--- config.mk ---
export PLATFORM = sky130hd
export DESIGN_NAME = usb2_phy_pwrseq
export DESIGN_NICKNAME = d
export VERILOG_FILES = /design/src/rtl/usb2_phy_pwrseq.sv
export SDC_FILE = /design/constraint.sdc
export NUM_CORES = 1
export LEC_CHECK = 0
export BUFFER_PORTS_ARGS = -buffer_cell sky130_fd_sc_hd__buf_2
export CAP_MARGIN = 20
export CORE_ASPECT_RATIO = 2
export CORE_MARGIN = 4
export CORE_UTILIZATION = 60
export CTS_CLUSTER_SIZE = 24
export DETAILED_ROUTE_END_ITERATION = 10
export PLACE_DENSITY = 0.9
export SYNTH_ARGS = -nofsm -noshare
export SYNTH_HDL_FRONTEND = slang
export SYNTH_SLANG_ARGS = --single-unit
export TNS_END_PERCENT = 10
--- constraint.sdc ---
create_clock -name clk -period 6 [get_ports clk]
set_clock_uncertainty 0.1 [all_clocks]
set_input_delay 0.3 -clock clk [delete_from_list [all_inputs] [get_ports clk]]
set_output_delay 0.3 -clock clk [all_outputs]
set_load 0.03 [all_outputs]
--- src/rtl/usb2_phy_pwrseq.sv ---
module usb2_phy_pwrseq #(
  parameter int         POLL_LIMIT = 8,
  parameter logic [1:0] PCTL_UP    = 2'b01,
  parameter logic [1:0] PCTL_NDL   = 2'b10
) (
  input  logic       clk,
  input  logic       rst_n,
  input  logic       start,
  input  logic       us_tick,
  input  logic       pll_lock,
  output logic       iso,
  output logic       iddq,
  output logic       bg_pwrdn_n,
  output logic       ldo_pwrdn_n,
  output logic       pll_pwrdn_n,
  output logic       core_rdy,
  output logic       pwr_on_sw,
  output logic       pwr_ok_sw,
  output logic [1:0] port_ctl,
  output logic       pll_rst_n,
  output logic       phy_rst_n,
  output logic       done,
  output logic       err
);
  localparam int PW = $clog2(POLL_LIMIT + 1);
  localparam int WW = 8;

  typedef enum logic [2:0] {IDLE, STEP, PLLUP, POLL, TOGGLE} st_t;

  st_t           st;
  logic [3:0]    step;
  logic [WW-1:0] wcnt;
  logic [PW-1:0] pcnt;
  logic          second;

  function automatic logic [WW-1:0] wait_of(input logic [3:0] s);
    case (s)
      4'd0, 4'd1: wait_of = WW'(10);
      4'd2:       wait_of = WW'(160);
      4'd3:       wait_of = WW'(50);
      4'd4:       wait_of = WW'(200);
      4'd9:       wait_of = WW'(1);
      default:    wait_of = WW'(10);
    endcase
  endfunction

  wire last_poll = (pcnt == PW'(POLL_LIMIT - 1));

  always_ff @(posedge clk) begin
    if (!rst_n) begin
      st <= IDLE; step <= '0; wcnt <= '0; pcnt <= '0; second <= 1'b0;
      iso <= 1'b0; iddq <= 1'b0; bg_pwrdn_n <= 1'b0; ldo_pwrdn_n <= 1'b0;
      pll_pwrdn_n <= 1'b0; core_rdy <= 1'b0; pwr_on_sw <= 1'b0; pwr_ok_sw <= 1'b0;
      port_ctl <= 2'b00; pll_rst_n <= 1'b0; phy_rst_n <= 1'b0;
      done <= 1'b0; err <= 1'b0;
    end else begin
      done <= 1'b0;
      case (st)
        IDLE: if (start) begin
          st <= STEP; step <= 4'd0; wcnt <= wait_of(4'd0);
          iso <= 1'b1; iddq <= 1'b0; bg_pwrdn_n <= 1'b0; ldo_pwrdn_n <= 1'b0;
          pll_pwrdn_n <= 1'b0; core_rdy <= 1'b0; pwr_on_sw <= 1'b0; pwr_ok_sw <= 1'b0;
          port_ctl <= 2'b00; pll_rst_n <= 1'b0; phy_rst_n <= 1'b0; err <= 1'b0;
        end
        STEP: if (us_tick) begin
          if (wcnt != WW'(1)) begin
            wcnt <= wcnt - 1'b1;
          end else if (step == 4'd9) begin
            pll_rst_n <= 1'b1;
            st <= PLLUP;
          end else begin
            step <= step + 1'b1;
            wcnt <= wait_of(step + 1'b1);
            case (step + 1'b1)
              4'd1: iddq <= 1'b1;
              4'd2: begin
                bg_pwrdn_n <= 1'b0; pll_pwrdn_n <= 1'b0; ldo_pwrdn_n <= 1'b0;
                core_rdy <= 1'b0; port_ctl <= PCTL_UP;
              end
              4'd3: core_rdy <= 1'b1;
              4'd4: bg_pwrdn_n <= 1'b1;
              4'd5: begin pwr_on_sw <= 1'b1; ldo_pwrdn_n <= 1'b1; end
              4'd6: pwr_ok_sw <= 1'b1;
              4'd7: pll_pwrdn_n <= 1'b1;
              4'd8: iso <= 1'b0;
              4'd9: iddq <= 1'b0;
              default: ;
            endcase
          end
        end
        PLLUP: begin
          phy_rst_n <= 1'b1;
          pcnt <= '0; second <= 1'b0;
          st <= POLL;
        end
        POLL: if (us_tick) begin
          if (pll_lock) begin
            port_ctl <= PCTL_NDL; done <= 1'b1; st <= IDLE;
          end else if (last_poll) begin
            if (second) begin
              port_ctl <= PCTL_NDL; done <= 1'b1; err <= 1'b1; st <= IDLE;
            end else begin
              pll_rst_n <= 1'b0; st <= TOGGLE;
            end
          end else begin
            pcnt <= pcnt + 1'b1;
          end
        end
        TOGGLE: begin
          pll_rst_n <= 1'b1; second <= 1'b1; pcnt <= '0; st <= POLL;
        end
        default: st <= IDLE;
      endcase
    end
  end


  done_pulse_chk: assert property (@(posedge clk) disable iff (!rst_n)
    done |=> !done);


  phy_after_pll_chk: assert property (@(posedge clk) disable iff (!rst_n)
    $rose(phy_rst_n) |-> pll_rst_n);


  err_with_done_chk: assert property (@(posedge clk) disable iff (!rst_n)
    $rose(err) |-> (done && port_ctl == PCTL_NDL));


  ok_needs_on_chk: assert property (@(posedge clk) disable iff (!rst_n)
    pwr_ok_sw |-> pwr_on_sw);


  iso_from_start_chk: assert property (@(posedge clk) disable iff (!rst_n)
    $rose(iso) |-> $past(start));


  toggle_short_chk: assert property (@(posedge clk) disable iff (!rst_n)
    ($fell(pll_rst_n) && phy_rst_n) |=> pll_rst_n);
endmodule

==> summary by stage, run 1 <==
Status
The flow ran to the end, and the final reports show no timing, DRC or antenna violations.

Clock network
The clock tree buffer depth is 2. The TritonCTS clock tree is done. The CTS sink count is 34. The hold buffer count at cts is 0. After clock tree synthesis, the clock-pin slew on the worst setup and hold paths is 0.07 ns. The latest clock arrival within the worst-skew pair is 0.29 ns. The number of gates resized after CTS was 0. The number of post-CTS setup repair buffers is 0.

The maximum level of the CTS H-tree is 2. The cell chosen for the clock root is sky130_fd_sc_hd__clkbuf_8. Clock tree synthesis inserted a total of 5 buffers.

Setup path
The startpoint type of the worst setup path is a flip-flop. At the worst endpoint, the required time is ~6.1 ns. Along the worst path, the maximum fanout reaches 17. The data arrival at the endpoint of the critical path is 2.70 ns. The highest cell delay on the worst timing path is between 0.7 and 0.8 ns. The worst setup path is captured at a flip-flop.

Walking the worst path, the cells encountered are nor3b_1 > buf_4 > nand3_1 > a31oi_1 > o21a_1 > a31o_2. The worst setup path is of the reg2reg kind. The worst-path cell with the longest stage delay is sky130_fd_sc_hd__nor3b_1.

Floorplanning
The number of cell rows is 29. In this run the count of I/O pins placed on the die edge is 19. The initial utilization of the core area, before any placement, comes to 64.0%. The core region is 0.00323 mm². The floorplan step defined a die boundary enclosing 0.00450 mm². From bottom edge to top edge, the die measures 91.0 µm. The chip width is between 40 and 50 µm.

Logic synthesis
The cell type with the largest total area after synthesis is sky130_fd_sc_hd__dfxtp_1. The share of the synthesized area in the top cell type is 32.9%. The share of flip-flops with an asynchronous set or reset after synthesis is 0%. Synthesis produced a netlist with a net count of 271. The average size of a mapped cell is ~8.0 µm². For this run, the leading register cell type out of synthesis is sky130_fd_sc_hd__dfxtp_1. By area the synthesized netlist is led by sky130_fd_sc_hd__dfxtp_1 (33%), sky130_fd_sc_hd__ha_1 (5.4%), sky130_fd_sc_hd__nor2_1 (4.7%). During synthesis, Yosys emitted a total of 0 warnings.

The mapped netlist covers just over 0.002 mm². After technology mapping, the gate count stands at approximately 260. The number of different library cells in the post-synthesis netlist is 61. After synthesis, flip-flops and latches occupy around a third of the total area.

The synthesized design contains 0 enable-type register cells. The flip-flop and latch count after synthesis is 34.

GRT
The number of global-route vias before repair is 1965. Summed over all layers, the global routing overflow is 0. The number of antenna violations at the first check in global routing is 0. The first global-routing pass estimated 8980 µm of wire.

The global-route usage over all layers is 25.3%. Entering global routing, the biggest net connects 28 pins.

STA
After layout, the worst setup slack is around 3.4 ns. The worst path in the final design needs a cycle of 2.56 ns, including I/O delays and setup. Of the available clock period, the critical path in the final layout requires 42.7%. The max-slew violation count is 0. Setup repair after global routing left no endpoint under its margin. The number of failing setup endpoints in the final timing report is 0. For this run, the top clock speed supported by timing is just under 400 MHz. For the pin with the worst max-slew slack, the measured transition is 0.885 ns. The normalized max-slew margin is 40.8%. Summed over all failing endpoints, the final setup total negative slack is 0 ns. The final hold violation count is 0. The worst hold slack is 0.246 ns.

Routing
The final routed wirelength across all metal layers is 5250 µm. For this run, design rule violations remaining after detail routing come to 0. After detailed routing, the number of vias per cell comes to 6.49.

The routed layout has 1961 vias. The first detailed-routing pass took 4 iterations. The number of antenna-violating nets in the routed design is 0. The number of design-rule violations left by the first detailed-router iteration is 98. The detail-routed net length per standard cell is 17.4 µm.

Power and ir drop
In this run switching power makes up 35.3% of total power. The power share of the sequential group is 43.8%. Combinational logic burns 27.6% of the power. Power comes to between 0.6 and 0.7 mW. Per report_power, the clock group accounts for roughly 29% of the total. Summed over all cells, the static leakage comes to 0.896 nW. The internal power is roughly 0.40 mW. Dividing total power by cell area gives a power density of about 280 mW/mm². The maximum ir drop on the vdd rail is 0.223 mV. The net switching power of the design is 0.219 mW.

Final layout
The cell area after layout is 0.00224 mm². Summing all flip-flop and latch instances after layout gives approximately 700 µm². Fill cells in the final layout number 255. For this run, the number of standard cells in the final layout without fillers is 302. The count of inserted antenna diode cells is 0.

Leaving out fill and tap cells, the most frequent cells in the layout are sky130_fd_sc_hd__dfxtp_1 (34), sky130_fd_sc_hd__nor2_1 (26), sky130_fd_sc_hd__nand2_1 (25). At the end of the flow the core is filled with cells to 69.4%. The most common library cell in the layout ignoring fill and taps is sky130_fd_sc_hd__dfxtp_1. The footprint of the multi-input gates is ~0.0013 mm². The share of cells above drive strength 1 is between 10% and 20%. The synthesis-to-layout area growth is 8.35%. The final layout contains 284 nets.

Placement
In this run, placement finished with an instance count of 294. The minimum setup slack after placement is 3.48 ns. Buffers placed on the I/O ports in this run total 18. The detailed-placement wirelength estimate is 3800 µm. At the end of routability-driven placement, the weighted congestion stood at 0.913. In this run the cell area measured after placement is 0.00214 mm².

Flow run
Across the run, the number of max-cap violations was 0.

Min path
The path category of the worst min-delay check is in2reg.
## power groups by stage
stage	logic, mW	clock network, mW	registers, mW
after CTS	0.169	0.179	0.270
final	0.172	0.177	0.272
after global routing	0.191	0.188	0.276
after floorplan	0.127	0	0.275
after detailed placement	0.167	0	0.275
after global placement	0.165	0	0.275
## cell type report
type	count	share of cell area, %
Multi-Input combinational cell	200	57.6
Sequential cell	34	30.4
Timing Repair Buffer	19	4.36
Clock buffer	6	3.69
Tap cell	31	1.73
Inverter	10	1.68
Clock inverter	2	0.559
## sequential cells by signal, summed over array words and instances (netlist names), 2 cells and up
name and flops:
pcnt 4, step 4, st 3, wcnt 8, port_ctl 2
## worst paths after layout
path,cells after the start,to,from,slack (ns)
hold / removal,3,st[0]$_SDFFE_PN0P_,start,0.25
hold reg to reg,2,pll_pwrdn_n$_SDFFE_PN0P_,pll_pwrdn_n$_SDFFE_PN0P_,0.37
setup / recovery,6,wcnt[7]$_SDFFE_PN0P_,st[0]$_SDFFE_PN0P_,3.44
setup reg to reg,6,wcnt[7]$_SDFFE_PN0P_,st[0]$_SDFFE_PN0P_,3.44
## synthesized netlist by cell type (3+ instances only)
library cell               count
sky130_fd_sc_hd__nand2_1      25
sky130_fd_sc_hd__dfxtp_1      34
sky130_fd_sc_hd__ha_1          9
sky130_fd_sc_hd__xnor2_1       3
sky130_fd_sc_hd__a21oi_1      15
sky130_fd_sc_hd__nand4_1       3
sky130_fd_sc_hd__xor2_1        5
sky130_fd_sc_hd__clkbuf_1      9
sky130_fd_sc_hd__o21a_1        6
sky130_fd_sc_hd__inv_1        10
sky130_fd_sc_hd__nand3_1       9
sky130_fd_sc_hd__a31o_2        3
sky130_fd_sc_hd__and2_1        5
sky130_fd_sc_hd__nor3b_1       5
sky130_fd_sc_hd__nor3_1        7
sky130_fd_sc_hd__nor2b_1       3
sky130_fd_sc_hd__o22ai_1       4
sky130_fd_sc_hd__a31oi_1       4
sky130_fd_sc_hd__o21ai_0      16
sky130_fd_sc_hd__nor2_1       26
## worst max-delay path, delay by kind of cell (launching register included)
| family | cells | cell delay [ns] |
|---|---|---|
| and+or+nand+nor | 2 | 0.85 |
| AOI/OAI and AO/OA | 3 | 0.65 |
| DFF | 1 | 0.62 |
| buffers and inverters | 1 | 0.30 |
## routing by layer
| metal | track usage [%] | up-vias | routed length, µm |
|---|---|---|---|
| met5 | 0 | - | 0 |
| met4 | 16.6 | 0 | 303 |
| met3 | 4.43 | 30 | 198 |
| met2 | 46.4 | 70 | 2870 |
| met1 | 25.1 | 906 | 1880 |
| li1 | - | 955 | - |
## kinds of logic after synthesis
group	count (synthesis)	synth area share, %
buffers and inverters	23	4.66
flip-flops	34	32.9
AO/OA/AOI/OAI	76	25.6
XOR/XNOR	8	3.39
adder cells (fa/ha/maj)	9	5.45
AND/OR/NAND/NOR	105	27.0
multiplexers	2	0.969
No activity file was read; power rests on OpenSTA's default activity.
==> run 2, diff against run 1 <==
- CORE_UTILIZATION: 60 -> 59
- PLACE_DENSITY: 0.9 -> 0.89
- clock period: 6 -> 2.4 ns (I/O delays scaled with it)
==> run 2 against run 1 <==
Net effect: power rose to 2.7 times the previous value; final cell count up 3.3%; sequential share of layout area down 1.2 points; hold slack worse by 0.19 ns; register-to-register slack worse by 3.3 ns; critical endpoint is now step[3]$_SDFFE_PN0P_.
==> summary by stage, run 2 (same netlist as run 1, synthesis figures left out) <==
Setup path
The reg-to-reg startpoint is wcnt[1]$_SDFFE_PN0P_. STA classifies the critical path startpoint as a flip-flop. The worst setup path is of the reg2reg kind.

The kind of end point of the critical path is a flip-flop. The destination of the worst register-to-register timing path is step[3]$_SDFFE_PN0P_. The flop-to-flop setup slack is roughly 0.15 ns. Counting cells, the worst reg-to-reg path comes to 7. The largest fanout on the critical path is 7. The critical path data required time is 2.52 ns. The data arrival at the endpoint of the critical path is 2.37 ns.

Min path
The worst min-delay path endpoint is st[0]$_SDFFE_PN0P_. The worst hold path passes through 3 cells. The path category of the worst min-delay check is in2reg. The startpoint of the worst hold path is start.

Final layout
Of the cells placed in the final design, the portion with a size suffix greater than 1 is between 10% and 20%. The cell area after layout is around 0.0023 mm². The register name with the most flops is wcnt. The synthesis-to-layout area growth is 13.1%. The number of nets at the end of the flow is 294. The non-filler instance count after layout is 312.

The count of fill cells added during filler insertion is about 280. The top cell types in the final layout, fill and taps aside, are sky130_fd_sc_hd__dfxtp_1 (33), sky130_fd_sc_hd__nor2_1 (26), sky130_fd_sc_hd__nand2_1 (25). The repair_antennas step left the layout with diodes totalling 0.

The register with the most flip-flops in the layout has 8 of them. The core utilization of the finished layout is 69.2%. The largest registers in the layout are wcnt x8, pcnt x4, step x4. Leaving out fill and tap cells, the most frequent cell in the layout is sky130_fd_sc_hd__dfxtp_1.

Routing
The highest metal layer carrying signal wires in the routed design is met4. The total DRC errors in the routed layout is 0. The wire length on met3 is roughly 210 µm. Dividing the detail-routed wire length by the instance count gives about 17 µm. The number of design-rule violations left by the first detailed-router iteration is 104. The first detailed-routing pass took 4 iterations. After detailed routing, the wire length on met1 is 1840 µm.

In the routed layout, each cell is associated on average with a via count of 6.68. The count of nets left with antenna violations once routing finished came out at 0. Across all layers, the routed design uses ~2100 vias. The final routed wirelength across all metal layers is 5360 µm. The total length of routed met2 wires is 2910 µm.

Power and ir drop
The internal power is 1.13 mW. Of the total power, the share spent switching nets is 32.8%. The net switching power of the design is 0.555 mW. Per report_power, the sequential group accounts for 40.0% of the total. The power share of the clock group is 31.9%. Summing internal, switching and leakage power gives 1.69 mW. Combinational logic is responsible for 28.1% of the overall power. Across the VDD grid, the largest voltage drop is around 0.46 mV. The analysis attributes to cell leakage a power of 0.960 nW. The ratio of total power to cell area is 723 mW/mm².

Clock network
The number of buffers created by CTS is 5. CTS built an H-tree with a depth of 2. Clock-pin slew was measured on the worst setup and hold paths at 0.07 ns. The tree is rooted in a sky130_fd_sc_hd__clkbuf_8. TritonCTS built the clock tree. Counting every sink on the clock net gives 34. The latest clock arrival within the worst-skew pair is roughly 0.29 ns. The longest clock path from root to sink contains 2 buffers.

STA
The highest achievable clock rate is approximately 440 MHz. The max-slew violation count is 0. The final critical-path required period is 2.25 ns. The normalized max-slew margin is 63.8%. Setup violations remaining at the end of the flow were counted as 0. The worst hold slack is 0.0574 ns. In the final timing run, aggregate negative setup slack is 0 ns.

Setup repair after global routing left no endpoint under its margin. The worst-margin pin slew is 0.536 ns. The ratio of final minimum period to clock period is 93.9%. The final hold violation count came to 0.

The setup slack of the critical path after layout is 0.147 ns.

Placement
The instance count after placement with tap cells included is 304. The post-placement cell area is 0.00221 mm². The final weighted congestion of routability-driven global placement is approximately 0.95.

The number of buffer cells added on primary ports is 18. The minimum setup slack after placement is 0.149 ns. The detailed-placement wirelength estimate is between 3000 and 4000 µm.

GRT
Entering global routing, the biggest net connects 27 pins. The number of antenna violations at the first check in global routing is 0. The first global-routing pass estimated 8700 µm of wire.

The global-route usage over all layers is about 25%. The number of global-route vias before repair is 1984. For this run the aggregate overflow at the end of global routing stands at 0.

Floorplanning
The top-level I/O count is 19. The area enclosed by the die boundary is 0.00457 mm². Measured along the y axis, the die boundary spans approximately 90 µm. The area of the core is 0.00338 mm².

The number of cell rows is 30. The initial utilization of the core area, before any placement, comes to approximately 60%. The floorplan step set the die width to 49.9 µm.

Flow run
Across the run, the number of max-cap violations was 0.

Status
The flow ran to the end, and the final reports show no timing, DRC or antenna violations.
-- run 2: layer usage --
metal	up-vias	global-route usage, %
li1	983	-
met1	991	22.3
met2	71	45.9
met3	39	3.90
met4	0	18.5
met5	-	0
-- run 2: final cells by class --
cell class,count,area (µm²),share of cell area [%]
Multi-Input combinational cell,200,1290,55.3
Sequential cell,34,682,29.2
Timing Repair Buffer,29,173,7.39
Clock buffer,6,82.6,3.53
Tap cell,32,40.0,1.71
Inverter,10,37.5,1.61
Clock inverter,1,30.0,1.28
-- run 2: power by group through the flow --
stage | combinational (mW) | clock [mW] | sequential [mW]
after floorplan | 0.317 | 0 | 0.687
after global placement | 0.452 | 0 | 0.681
after detailed placement | 0.460 | 0 | 0.684
after CTS | 0.464 | 0.546 | 0.672
after global routing | 0.517 | 0.573 | 0.681
final | 0.475 | 0.538 | 0.676
-- run 2: how the worst max path moves through the flow --
stage                          from  slack [ns]  cells past startpoint              endpoint
6_report       wcnt[1]$_SDFFE_PN0P_        0.15                      7  step[3]$_SDFFE_PN0P_
5_1_grt          st[0]$_SDFFE_PN0P_        0.05                      5  wcnt[5]$_SDFFE_PN0P_
4_1_cts        wcnt[0]$_SDFFE_PN0P_        0.12                      7     iddq$_SDFFE_PN0P_
3_5_place_dp   wcnt[0]$_SDFFE_PN0P_        0.15                      7     iddq$_SDFFE_PN0P_
3_3_place_gp   wcnt[0]$_SDFFE_PN0P_        0.21                      6  step[3]$_SDFFE_PN0P_
2_1_floorplan  wcnt[0]$_SDFFE_PN0P_        0.25                      6  step[3]$_SDFFE_PN0P_
-- run 2: repair_timing --
| item | in CTS | in global routing |
|---|---|---|
| gates resized for setup | 0 | 2 |
| setup endpoints to repair | 0 | 3 |
| setup buffers | 0 | 1 |
| hold buffers | 0 | 0 |
| hold endpoints to repair | 0 | 0 |
-- run 2: critical path, cell delays in order, from the launching register on --
cell and delay, ns:
sky130_fd_sc_hd__dfxtp_1 0.36, sky130_fd_sc_hd__inv_1 0.10, sky130_fd_sc_hd__ha_1 0.21, sky130_fd_sc_hd__or3b_4 0.43, sky130_fd_sc_hd__nor3_4 0.34, sky130_fd_sc_hd__o21ai_2 0.09
sky130_fd_sc_hd__or4_1 0.42, sky130_fd_sc_hd__a21boi_1 0.15
==> run 3, diff against run 2 <==
- ABC_AREA: default -> 1
- CORE_ASPECT_RATIO: 2 -> 0.75
- clock period: 2.4 -> 2.59 ns (I/O delays scaled with it)
==> run 3 against run 2 <==
Net effect: register-to-register slack improved by 0.40 ns; wire length shrank 7.8%; global-route usage down 0.66 points; setup slack improved by 0.40 ns; clock power decreased by 25%; flip-flop and latch count unchanged; first-iteration DRC count increased by 100%; power rose by 3.2%; area after synthesis shrank 2.6%; maximum frequency increased by 10%; critical path depth grew 3; non-clock buffer count shrank 11.
==> summary by stage, run 3 <==
Power and ir drop
Internal power comes to 1.02 mW. The switching power as a share of total power is between 40% and 50%. The power share of the sequential group is a little under two fifths. For this design the total switching power over the nets is 0.728 mW. The maximum ir drop on the vdd rail is 0.475 mV. The part of the power in combinational logic is 39.9%. Per report_power, the clock group accounts for 23.2% of the total. In this run the power density over the cells is ~790 mW/mm². For this design the static power due to leakage is between 1 and 1.5 nW.

Logic synthesis
The average size of a mapped cell is 6.64 µm². The share of the synthesized area in the top cell type is 33.8%. For this run, the number of Yosys warnings is 0. The cell type with the largest total area after synthesis is sky130_fd_sc_hd__dfxtp_1. The number of different library cells in the post-synthesis netlist is 32.

Counting instances in the post-synthesis netlist gives the leading cell types as sky130_fd_sc_hd__nand2_1 (83), sky130_fd_sc_hd__inv_1 (40), sky130_fd_sc_hd__dfxtp_1 (34), sky130_fd_sc_hd__nor2_1 (30), sky130_fd_sc_hd__a21oi_1 (28). The most repeated cell in the gate-level netlist after synthesis is sky130_fd_sc_hd__nand2_1. The dominant register cell in the synthesized netlist is sky130_fd_sc_hd__dfxtp_1. After synthesis the netlist holds a flip-flop and latch count of 34.

Summing the sequential cell areas from Yosys gives about a third of the chip area. The number of enable-type register cells in the synthesized netlist is 0. The number of instances in the synthesized netlist is 303. The net count after synthesis is 317.

The cell area after technology mapping is 0.00201 mm². Yosys attributes the largest share of cell area to sky130_fd_sc_hd__dfxtp_1 (34%), sky130_fd_sc_hd__nand2_1 (15%), sky130_fd_sc_hd__inv_1 (7.5%). The share of flip-flops with an asynchronous set or reset after synthesis is 0%.

Final layout
Compared with the post-synthesis result, the final layout area differs by 10.3%. In the final layout, the registers with the most flip-flops are wcnt x8, pcnt x4, step x4. The library cells used most frequently in the layout, excluding fill and tap cells, are sky130_fd_sc_hd__nand2_1 (83), sky130_fd_sc_hd__inv_1 (40), sky130_fd_sc_hd__dfxtp_1 (34). The count of fill cells added during filler insertion is roughly 280. The net count of the finished layout is around 340. The most common library cell in the layout ignoring fill and taps is sky130_fd_sc_hd__nand2_1.

The flip-flop count of the largest register after layout is 8. The total area of sequential cells is a little under 700 µm². The finished layout holds 365 standard cells, fillers aside. The register name with the most flops is wcnt.

Summing all multi-input logic gate instances after layout gives 0.00115 mm². The number of antenna diodes in the final layout is 0. Cells with a size suffix above 1 make up 12.0% of the layout.

Setup path
The startpoint type of the worst setup path is a flip-flop. The logic depth of the worst setup path including buffers is 10. The buffer and inverter count on the worst path is 2. The cell family with the largest share of critical-path delay is simple AND/OR/NAND/NOR gates. STA puts the critical path data arrival time at around 2.2 ns.

In this design, the stage delay of the slowest critical-path cell is 0.42 ns. The worst-path cell with the longest stage delay is sky130_fd_sc_hd__nor2_2. The worst-case reg-to-reg path depth is 10. The critical path data required time is 2.70 ns.

STA classifies the critical path endpoint as a flip-flop. The largest fanout on the critical path is 13. The signal on the critical path passes through inv_1 > ha_1 > nand2_1 > nor2_2 > nor2_1 > nor2_1 > nand3_1 > inv_1 > nand2_1 > a21oi_1. The setup path with the least slack is of type reg2reg.

Clock network
In this run, CTS created clock tree buffers numbering 5. The latest clock arrival within the worst-skew pair is 0.29 ns. The clock transition at the registers of the reported paths is 0.07 ns. The TritonCTS clock tree is done. CTS placed an instance of sky130_fd_sc_hd__clkbuf_8 at the clock tree root. In this run, post-CTS hold repair placed 0 buffers. The number of post-CTS setup repair buffers is 0.

The clock tree buffer depth is 2. The CTS sink count is 34. The maximum level of the CTS H-tree is 2. The number of cells upsized or downsized after cts is 0.

Routing
The final routed wirelength across all metal layers is 4940 µm. The wire length on met3 is 349 µm. The detail-routed net length per standard cell is 13.5 µm. The first TritonRoute pass finished after 5 iterations. Once detail routing completed, the nets flagged for antenna violations numbered 0.

The number of design-rule violations left by the first detailed-router iteration is 210. The total length of routed met2 wires is about 2100 µm. In the routed layout, each cell is associated on average with a via count of between 5 and 6.

The highest layer touched by signal routing is met4. Detailed routing inserted a total of 2052 vias. In the routed design, unresolved DRC markers number 0. The post-route met1 wirelength is about 2400 µm.

STA
The normalized max-slew margin is 65.4%. The worst-margin pin slew is ~0.52 ns. The routed design could run at a clock period as short as 2.04 ns. Setup repair after global routing left no endpoint under its margin. The number of failing setup endpoints in the final timing report is 0.

For the final routed database, the setup TNS stands at 0 ns. The ratio of final minimum period to clock period is 78.8%. The final hold violation count is 0. The max-slew violation count is 0. Derived from the worst setup path, the maximum achievable clock frequency is 490 MHz.

Placement
At the end of routability-driven placement, the weighted congestion stood at a little over 0.9. Summed over all nets, the half-perimeter wirelength after detailed placement is about 3700 µm. The number of buffer cells added on primary ports is 18. The instance count after placement with tap cells included is about 360.

GRT
The largest net degree at the start of global routing is 17. The number of antenna violations at the first check in global routing is 0. The number of global-route vias before repair is 1791. The first global-routing pass estimated 8070 µm of wire.

Global routing used 23.9% of the available tracks. The total grt overflow is 0.

Min path
The path category of the worst min-delay check is in2reg. The number of cells on the worst hold path is 2.

Floorplanning
The height of the chip is 58.6 µm. The area of the core is about 0.0033 mm². The initial core utilization is 61.2%. Pin placement for this block handled 19 I/O pins. The area enclosed by the die boundary is between 0.004 and 0.005 mm². After floorplanning, the core was divided into 18 placement rows.

The chip width is 75.5 µm.

Flow run
The tool flagged a number of max-cap violations equal to 0.

Status
The run finished with clean final reports.
run 3: cell types whose count changed after synthesis, moves of 5 or more:
cell                       previous run  this run
sky130_fd_sc_hd__clkbuf_1             9         2
sky130_fd_sc_hd__xor2_1               5         0
sky130_fd_sc_hd__and2_1               5         0
sky130_fd_sc_hd__nand2_1             25        83
sky130_fd_sc_hd__o21ai_0             16         9
sky130_fd_sc_hd__o21a_1               6         0
sky130_fd_sc_hd__inv_1               10        40
sky130_fd_sc_hd__nand3_1              9        27
sky130_fd_sc_hd__a21oi_1             15        28
run 3: cell families (layout without fill, tap and decap cells):
group | count (synthesis) | count (layout) | share of synthesized area [%]
flops | 34 | 34 | 33.8
compound gates | 55 | 55 | 16.7
buf+inv | 46 | 68 | 9.01
fa+ha+maj | 9 | 9 | 5.59
xor+xnor | 1 | 1 | 0.435
simple gates | 158 | 158 | 34.5
run 3: layout make-up:
cell class / count / share of cell area [%]
Inverter: 42 / 7.10
Tap cell: 40 / 2.25
Sequential cell: 34 / 30.6
Multi-Input combinational cell: 223 / 51.8
Clock inverter: 1 / 0.225
Timing Repair Buffer: 18 / 4.06
Clock buffer: 7 / 3.89
run 3: power by group through the flow:
stage / clock, mW / sequential (mW) / combinational, mW
final: 0.404 / 0.643 / 0.696
after global routing: 0.431 / 0.652 / 0.776
after CTS: 0.401 / 0.642 / 0.684
after detailed placement: 0 / 0.655 / 0.679
after global placement: 0 / 0.650 / 0.671
after floorplan: 0 / 0.682 / 0.503
run 3: worst paths after layout:
path,startpoint,to,slack [ns]
max,wcnt[1]$_SDFFE_PN0P_,pll_pwrdn_n$_SDFFE_PN0P_,0.55
min reg2reg,iddq$_SDFFE_PN0P_,iddq$_SDFFE_PN0P_,0.36
max reg2reg,wcnt[1]$_SDFFE_PN0P_,pll_pwrdn_n$_SDFFE_PN0P_,0.55
min,us_tick,done$_SDFF_PN0_,0.09
run 3: worst reg2reg max path: stages (launching register included):
cell and delay [ns]:
sky130_fd_sc_hd__dfxtp_1 0.32, sky130_fd_sc_hd__inv_1 0.11, sky130_fd_sc_hd__ha_1 0.16, sky130_fd_sc_hd__nand2_1 0.09, sky130_fd_sc_hd__nor2_2 0.42, sky130_fd_sc_hd__nor2_1 0.13, sky130_fd_sc_hd__nor2_1 0.16, sky130_fd_sc_hd__nand3_1 0.12
sky130_fd_sc_hd__inv_1 0.15, sky130_fd_sc_hd__nand2_1 0.06, sky130_fd_sc_hd__a21oi_1 0.14
run 3: layer usage:
| metal | track usage (%) | up-vias |
|---|---|---|
| met5 | 0 | - |
| met4 | 8.23 | 0 |
| met3 | 6.48 | 15 |
| met2 | 33.5 | 77 |
| met1 | 35.0 | 935 |
| li1 | - | 1025 |
run 3: metrics by stage:
stage / util, % / area [µm²] / setup WS, ns / hold slack (ns) / total power, mW
floorplan: - / 2010 / 0.936 / 0.178 / 1.18
global placement: 64.8 / 2130 / 0.621 / 0.336 / 1.32
detailed placement: 64.8 / 2130 / 0.607 / 0.344 / 1.33
CTS: 67.5 / 2220 / 0.575 / 0.0815 / 1.73
global route: 67.5 / 2220 / 0.331 / 0.0835 / 1.86
finish: 67.5 / 2220 / 0.548 / 0.0866 / 1.74
